==> src/rtl/rdsc_pkg.sv <==
`timescale 1ns/1ps
package rdsc_pkg;
  typedef enum logic [1:0] {
    LNK_AWAKE     = 2'd0,
    LNK_QUIESCING = 2'd1,
    LNK_ASLEEP    = 2'd2,
    LNK_WAKING    = 2'd3
  } lnk_state_t;

  typedef enum logic [1:0] {
    CMD_NONE    = 2'd0,
    CMD_RELEASE = 2'd1,
    CMD_QUIESCE = 2'd2,
    CMD_ENABLE  = 2'd3
  } link_cmd_t;

  localparam int WORD_W      = 32;
  localparam int BIT_IMPL_HI = 31;
  localparam int BIT_ASLEEP  = 2;
  localparam int BIT_SLEEP   = 1;
  localparam int BIT_IMPL_LO = 0;
endpackage

==> src/rtl/rdsc_regif.sv <==
`timescale 1ns/1ps
module rdsc_regif
  import rdsc_pkg::*;
#(
  parameter int              ADDR_W       = 16,
  parameter logic [ADDR_W-1:0] WAKER_OFFSET = 'h14
) (
  input  logic              clk,
  input  logic              rst_n,
  input  logic              reg_valid,
  input  logic              reg_write,
  input  logic [ADDR_W-1:0] reg_addr,
  input  logic [WORD_W-1:0] reg_wdata,
  input  logic              reg_nonsec,
  input  logic              sec_disable,
  input  logic              sleep_bit,
  input  logic              asleep_bit,
  output logic [WORD_W-1:0] reg_rdata,
  output logic              wr_sleep,
  output logic              wr_sleep_val
);
  logic hit, allowed, wr_en, rd_en;
  logic impl_hi, impl_lo;
  logic [WORD_W-1:0] word;
  logic unused_wdata;

  assign hit     = reg_valid && (reg_addr == WAKER_OFFSET);
  assign allowed = sec_disable || !reg_nonsec;
  assign wr_en   = hit && reg_write && allowed;
  assign rd_en   = hit && !reg_write && allowed;

  always_ff @(posedge clk) begin
    if (!rst_n) begin
      impl_hi <= 1'b0;
      impl_lo <= 1'b0;
    end else if (wr_en) begin
      impl_hi <= reg_wdata[BIT_IMPL_HI];
      impl_lo <= reg_wdata[BIT_IMPL_LO];
    end
  end

  always_comb begin
    word              = '0;
    word[BIT_IMPL_HI] = impl_hi;
    word[BIT_ASLEEP]  = asleep_bit;
    word[BIT_SLEEP]   = sleep_bit;
    word[BIT_IMPL_LO] = impl_lo;
  end

  assign reg_rdata    = rd_en ? word : '0;
  assign wr_sleep     = wr_en;
  assign wr_sleep_val = reg_wdata[BIT_SLEEP];
  assign unused_wdata = ^reg_wdata[BIT_IMPL_HI-1:BIT_ASLEEP];
endmodule

==> src/rtl/rdsc_link_fsm.sv <==
`timescale 1ns/1ps
module rdsc_link_fsm
  import rdsc_pkg::*;
(
  input  logic       clk,
  input  logic       rst_n,
  input  logic       wr_sleep,
  input  logic       wr_sleep_val,
  input  logic       cmd_ack,
  output lnk_state_t lnk_state,
  output logic       sleep_bit,
  output logic       asleep_bit,
  output logic       sleep_go,
  output logic       wake_go,
  output logic       cmd_valid,
  output logic [1:0] cmd_code,
  output logic       proto_err
);
  lnk_state_t state_q, state_d;
  logic       phase_q, phase_d;
  logic       issue_d;
  link_cmd_t  code_q, code_d;
  logic       issue_q, err_q;
  logic       bad_clear;

  assign sleep_go  = wr_sleep &&  wr_sleep_val && (state_q == LNK_AWAKE);
  assign wake_go   = wr_sleep && !wr_sleep_val && (state_q == LNK_ASLEEP);
  assign bad_clear = wr_sleep && !wr_sleep_val && (state_q == LNK_QUIESCING);

  always_comb begin
    state_d = state_q;
    phase_d = phase_q;
    issue_d = 1'b0;
    code_d  = code_q;
    unique case (state_q)
      LNK_AWAKE: if (sleep_go) begin
        state_d = LNK_QUIESCING;
        phase_d = 1'b0;
        issue_d = 1'b1;
        code_d  = CMD_RELEASE;
      end
      LNK_QUIESCING: if (cmd_ack) begin
        if (!phase_q) begin
          phase_d = 1'b1;
          issue_d = 1'b1;
          code_d  = CMD_QUIESCE;
        end else begin
          state_d = LNK_ASLEEP;
        end
      end
      LNK_ASLEEP: if (wake_go) begin
        state_d = LNK_WAKING;
        issue_d = 1'b1;
        code_d  = CMD_ENABLE;
      end
      LNK_WAKING: if (cmd_ack) state_d = LNK_AWAKE;
      default: state_d = LNK_ASLEEP;
    endcase
  end

  always_ff @(posedge clk) begin
    if (!rst_n) begin
      state_q <= LNK_ASLEEP;
      phase_q <= 1'b0;
      issue_q <= 1'b0;
      code_q  <= CMD_NONE;
      err_q   <= 1'b0;
    end else begin
      state_q <= state_d;
      phase_q <= phase_d;
      issue_q <= issue_d;
      code_q  <= code_d;
      err_q   <= bad_clear;
    end
  end

  assign lnk_state  = state_q;
  assign sleep_bit  = (state_q == LNK_QUIESCING) || (state_q == LNK_ASLEEP);
  assign asleep_bit = (state_q == LNK_ASLEEP);
  assign cmd_valid  = issue_q;
  assign cmd_code   = code_q;
  assign proto_err  = err_q;
endmodule

==> src/rtl/rdsc_hold_fifo.sv <==
`timescale 1ns/1ps
module rdsc_hold_fifo #(
  parameter int DEPTH = 8,
  parameter int W     = 10
) (
  input  logic         clk,
  input  logic         rst_n,
  input  logic         push,
  input  logic [W-1:0] push_data,
  input  logic         pop,
  output logic [W-1:0] head,
  output logic         empty,
  output logic         full
);
  localparam int PTR_W = (DEPTH > 1) ? $clog2(DEPTH) : 1;
  localparam int CNT_W = $clog2(DEPTH + 1);
  localparam logic [PTR_W-1:0] LAST = PTR_W'(DEPTH - 1);

  logic [W-1:0]     mem [DEPTH];
  logic [PTR_W-1:0] rd_ptr, wr_ptr;
  logic [CNT_W-1:0] cnt;

  always_ff @(posedge clk) begin
    if (push) mem[wr_ptr] <= push_data;
  end

  always_ff @(posedge clk) begin
    if (!rst_n) begin
      rd_ptr <= '0;
      wr_ptr <= '0;
      cnt    <= '0;
    end else begin
      if (push) wr_ptr <= (wr_ptr == LAST) ? '0 : wr_ptr + 1'b1;
      if (pop)  rd_ptr <= (rd_ptr == LAST) ? '0 : rd_ptr + 1'b1;
      cnt <= cnt + CNT_W'(push) - CNT_W'(pop);
    end
  end

  assign head  = mem[rd_ptr];
  assign empty = (cnt == '0);
  assign full  = (cnt == CNT_W'(DEPTH));
endmodule

==> src/rtl/rdist_sleep_ctrl.sv <==
`timescale 1ns/1ps
module rdist_sleep_ctrl
  import rdsc_pkg::*;
#(
  parameter int                ID_W         = 10,
  parameter int                HOLD_DEPTH   = 8,
  parameter int                ADDR_W       = 16,
  parameter logic [ADDR_W-1:0] WAKER_OFFSET = 'h14
) (
  input  logic              clk,
  input  logic              rst_n,
  input  logic              reg_valid,
  input  logic              reg_write,
  input  logic [ADDR_W-1:0] reg_addr,
  input  logic [31:0]       reg_wdata,
  input  logic              reg_nonsec,
  input  logic              sec_disable,
  output logic [31:0]       reg_rdata,
  input  logic              irq_in_valid,
  input  logic [ID_W-1:0]   irq_in_id,
  output logic              irq_in_ready,
  output logic              irq_out_valid,
  output logic [ID_W-1:0]   irq_out_id,
  input  logic              irq_out_ready,
  output logic              wake_req,
  output logic              cmd_valid,
  output logic [1:0]        cmd_code,
  input  logic              cmd_ack,
  output logic              proto_err
);
  lnk_state_t lnk_state;
  logic sleep_bit, asleep_bit, sleep_go, wake_go;
  logic wr_sleep, wr_sleep_val;
  logic awake, bypass, accept, push, pop, q_empty, q_full;
  logic [ID_W-1:0] q_head;
  logic wake_q;

  rdsc_regif #(.ADDR_W(ADDR_W), .WAKER_OFFSET(WAKER_OFFSET)) u_regif (
    .clk, .rst_n, .reg_valid, .reg_write, .reg_addr, .reg_wdata,
    .reg_nonsec, .sec_disable, .sleep_bit, .asleep_bit,
    .reg_rdata, .wr_sleep, .wr_sleep_val
  );

  rdsc_link_fsm u_fsm (
    .clk, .rst_n, .wr_sleep, .wr_sleep_val, .cmd_ack,
    .lnk_state, .sleep_bit, .asleep_bit, .sleep_go, .wake_go,
    .cmd_valid, .cmd_code, .proto_err
  );

  rdsc_hold_fifo #(.DEPTH(HOLD_DEPTH), .W(ID_W)) u_hold (
    .clk, .rst_n, .push, .push_data(irq_in_id), .pop,
    .head(q_head), .empty(q_empty), .full(q_full)
  );

  assign awake         = (lnk_state == LNK_AWAKE);
  assign bypass        = awake && q_empty;
  assign irq_out_valid = awake && (!q_empty || irq_in_valid);
  assign irq_out_id    = q_empty ? irq_in_id : q_head;
  assign irq_in_ready  = bypass ? irq_out_ready : !q_full;
  assign accept        = irq_in_valid && irq_in_ready;
  assign push          = accept && !bypass;
  assign pop           = awake && !q_empty && irq_out_ready;

  always_ff @(posedge clk) begin
    if (!rst_n)                     wake_q <= 1'b0;
    else if (wake_go)               wake_q <= 1'b0;
    else if (accept && sleep_bit)   wake_q <= 1'b1;
  end
  assign wake_req = wake_q;
endmodule

==> config.mk <==
export PLATFORM = sky130hd
export DESIGN_NAME = rdist_sleep_ctrl
export DESIGN_NICKNAME = d
export VERILOG_FILES = /design/src/rtl/rdsc_pkg.sv /design/src/rtl/rdsc_regif.sv /design/src/rtl/rdsc_link_fsm.sv /design/src/rtl/rdsc_hold_fifo.sv /design/src/rtl/rdist_sleep_ctrl.sv
export SDC_FILE = /design/constraint.sdc
export NUM_CORES = 1
export LEC_CHECK = 0
export ABC_AREA = 0
export BUFFER_PORTS_ARGS = -buffer_cell sky130_fd_sc_hd__buf_2
export CAP_MARGIN = 15
export CORE_UTILIZATION = 30
export CTS_CLUSTER_SIZE = 14
export DETAILED_ROUTE_END_ITERATION = 6
export PLACE_DENSITY_LB_ADDON = 0.25
export SYNTH_ARGS = -nofsm -noshare
export SYNTH_HDL_FRONTEND = slang
export SYNTH_SLANG_ARGS = --single-unit
export TNS_END_PERCENT = 10
==> constraint.sdc <==
create_clock -name clk -period 5.38 [get_ports clk]
set_input_delay 0.538 -clock clk [delete_from_list [all_inputs] [get_ports clk]]
set_output_delay 0.538 -clock clk [all_outputs]
set_load 0.03 [all_outputs]
==> metrics <==
status finished clean; routability cong. roughly 0.7; area grow syn2layout 17.3%; Routed WL about 9.1 mm; crit start category flop; Final min period around 3.2 ns; wl on met1 between 4 and 5 mm; Worst setup startpoint u_fsm.lnk_state[0]; Cells after DPL 600; Synth Area in Compound Gates approximately 3.8%; critical register-to-register path startpoint u_fsm.lnk_state[0]; Ys Warns 0; first-pass GRT wire length 14.6 mm; fillers approximately 1500; die width between 100 and 150 µm; Power Density 367 mW/mm²; multiplexer share of the synthesized area 13.5%; drt first pass iters 4; final setup violating endpoints 0; Int Pwr 1450 µW; CTS-repair resized insts 0; Synth cell types 49; Yosys reg bits between 100 and 150; vias per inst 4.45; Clock H-tree levels 3; clock power share about a third; via count 2748; register area share after synthesis approximately 60%; post-synthesis simple-gate area fraction about 11%; Slew @ Worst Pin approximately 1.1 ns; Peak Freq around 310 MHz; post-DP HPWL 6.09 mm; largest family of logic cells by synthesized area multiplexers; die area between 0.015 and 0.02 mm²; Max FO, Critical Path 11; total global routing overflow 0; Max VDD drop 0.183 mV; met2 WL post-DR about 4.3 mm; Synth Area in Adders approximately 4.6%; Switch Pwr around 600 µW; Max Used Layer met5; Sw Ratio 29.3%; GRT Resource Usage Total 11.9%; # IOs about 120; CP endpoint kind flop; Sequential Power Share ~45%; Clock Tree Root clkbuf_16; layout cells sized above 1 between 20% and 30%; Gate power share around a fifth; Initial Utilization between 30% and 40%; drt first-iter violations 210; clk_lat worst skew between 0.3 and 0.4 ns; final net count 485; crit path capture u_hold.mem[7][7]; clk sinks 103; Hold Buf Count CTS 0; initial antenna violation count 1; max_slew headroom between 20% and 30%; total CTS buffers 9; Hold Fails Final Rpt 0; Hold Path Class input port to flop; Buffers on Ports between 50 and 60; Finished Layout Cells roughly 620; Required @ worst endpoint roughly 5.4 ns; R2R depth 9; pin count of the biggest net entering global routing 27; Synth Cell Area 0.00476 mm²; pins over their slew limit 0; Lkg Pwr about 0.0020 µW; Longest Clk Path Bufs 2; final worst-path cycle share between 50 and 60%; Rows between 40 and 50; Critical Path AT 3.25 ns; ant diodes 0; maxcap violations 0; Worst Clk Skew 0.00875 ns; length of routed met3 wiring ~460 µm; Post-synth EDFFs 80; Mapped Cells between 300 and 400; Core ar. 0.0153 mm²; hold_sp reg_wdata[0]; Synth Area in XOR/XNOR less than 1%; total setup buffers inserted after CTS 0; ANT nets after route 0; setup_tns 0 ns; Crit Reg-Reg Endpoint u_hold.mem[7][7]; per-cell routed wire length between 10 and 15 µm; Mapped Avg Cell Area roughly 14 µm²; Synth async-reset ratio 0%; RSZ-0062 raised after global routing false; CP Class flop to flop; CTS clock-pin slew for the worst setup and hold paths about 0.070 ns; R2R setup slack between 2 and 2.5 ns; top_reg_cell synth edfxtp_1; number of global-route vias before repair 2742; DRC viols 0; die height 128 µm; CTS tree yes
-- synthesized netlist by cell type (all sizes together), types with 8 or more instances --
cell type | instances | area [µm²]
o21ai | 16 | 80.1
nand2 | 25 | 96.4
nor2 | 10 | 37.5
dfxtp | 23 | 460
inv | 14 | 52.6
and2 | 8 | 50.1
mux2i | 19 | 190
nand3 | 8 | 45.0
buf | 32 | 229
nor2b | 9 | 56.3
edfxtp | 80 | 2400
ha | 16 | 200
mux4 | 20 | 450
-- flip-flops by register name, indices dropped and copies added (netlist names), 2 cells and up, named ones only --
signal and flops:
u_fsm.cmd_code 2, u_fsm.lnk_state 2, u_hold.wr_ptr 3, u_hold.rd_ptr 3, u_hold.cnt 4, u_hold.mem 80
-- cells by family after synthesis --
logic type	Yosys count
buf+inv	53
other cells	1
xor+xnor	2
mux	39
fa+ha+maj	17
flops	103
simple gates	90
compound gates	29
-- power groups by stage --
stage | clock network (µW) | registers [µW] | logic [µW]
finish | 698 | 923 | 431
global placement | 0 | 938 | 431
detailed placement | 0 | 941 | 436
floorplan | 0 | 936 | 313
CTS | 718 | 923 | 438
global route | 745 | 927 | 473
-- metrics by stage --
| stage | worst slack [ns] | area, µm² | hold slack (ns) | total power [µW] | utilization (%) |
|---|---|---|---|---|---|
| 3_5_place_dp | 1.84 | 5260 | 0.459 | 1380 | 34.3 |
| 5_1_grt | 1.88 | 5580 | 0.460 | 2140 | 36.5 |
| 4_1_cts | 1.83 | 5580 | 0.438 | 2080 | 36.4 |
| 2_1_floorplan | 1.78 | 4860 | 0.477 | 1250 | - |
| 6_report | 2.18 | 5580 | 0.457 | 2050 | 36.5 |
| 3_3_place_gp | 1.95 | 5260 | 0.452 | 1370 | 34.3 |
-- critical path, cell delays in order (launching register included) --
cell and delay, ns:
dfxtp_1 0.41, inv_1 0.10, ha_1 0.31, and3b_1 0.20, o211ai_1 0.30, nand3_1 0.45, inv_2 0.17, nand2_1 0.12
nor2_1 0.55, buf_4 0.29
-- how the worst min path moves through the flow --
stage | to | slack, ns | cells after the start
after detailed placement | u_fsm.cmd_code[1] | 0.46 | 2
after floorplan | u_regif.impl_hi | 0.48 | 2
after CTS | u_fsm.proto_err | 0.44 | 2
after global placement | u_fsm.cmd_code[1] | 0.45 | 2
after global routing | u_fsm.proto_err | 0.46 | 2
final | u_regif.impl_lo | 0.46 | 3
-- layer usage --
layer | vias up | track usage (%)
met3 | 14 | 3.17
li1 | 1323 | -
met5 | - | 0
met1 | 1325 | 15.6
met2 | 84 | 19.4
met4 | 2 | 3.53
-- final cells by class --
cell class	count	area (µm²)	share of cell area, %
Sequential cell	103	2860	51.3
Clock inverter	6	90.1	1.61
Timing Repair Buffer	68	363	6.50
Tap cell	211	264	4.73
Clock buffer	10	229	4.10
Multi-Input combinational cell	205	1720	30.9
Inverter	14	52.6	0.941
-- layout by cell type, fill, tap and decap left out, types with 10 or more instances in the layout --
master	count
conb_1	28
nor2_1	10
edfxtp_1	80
dfxtp_1	23
mux2i_1	19
o21ai_1	15
ha_1	16
inv_1	13
mux4_2	20
buf_2	59
nand2_1	24
Note: power is estimated with default switching activity, not from simulation.
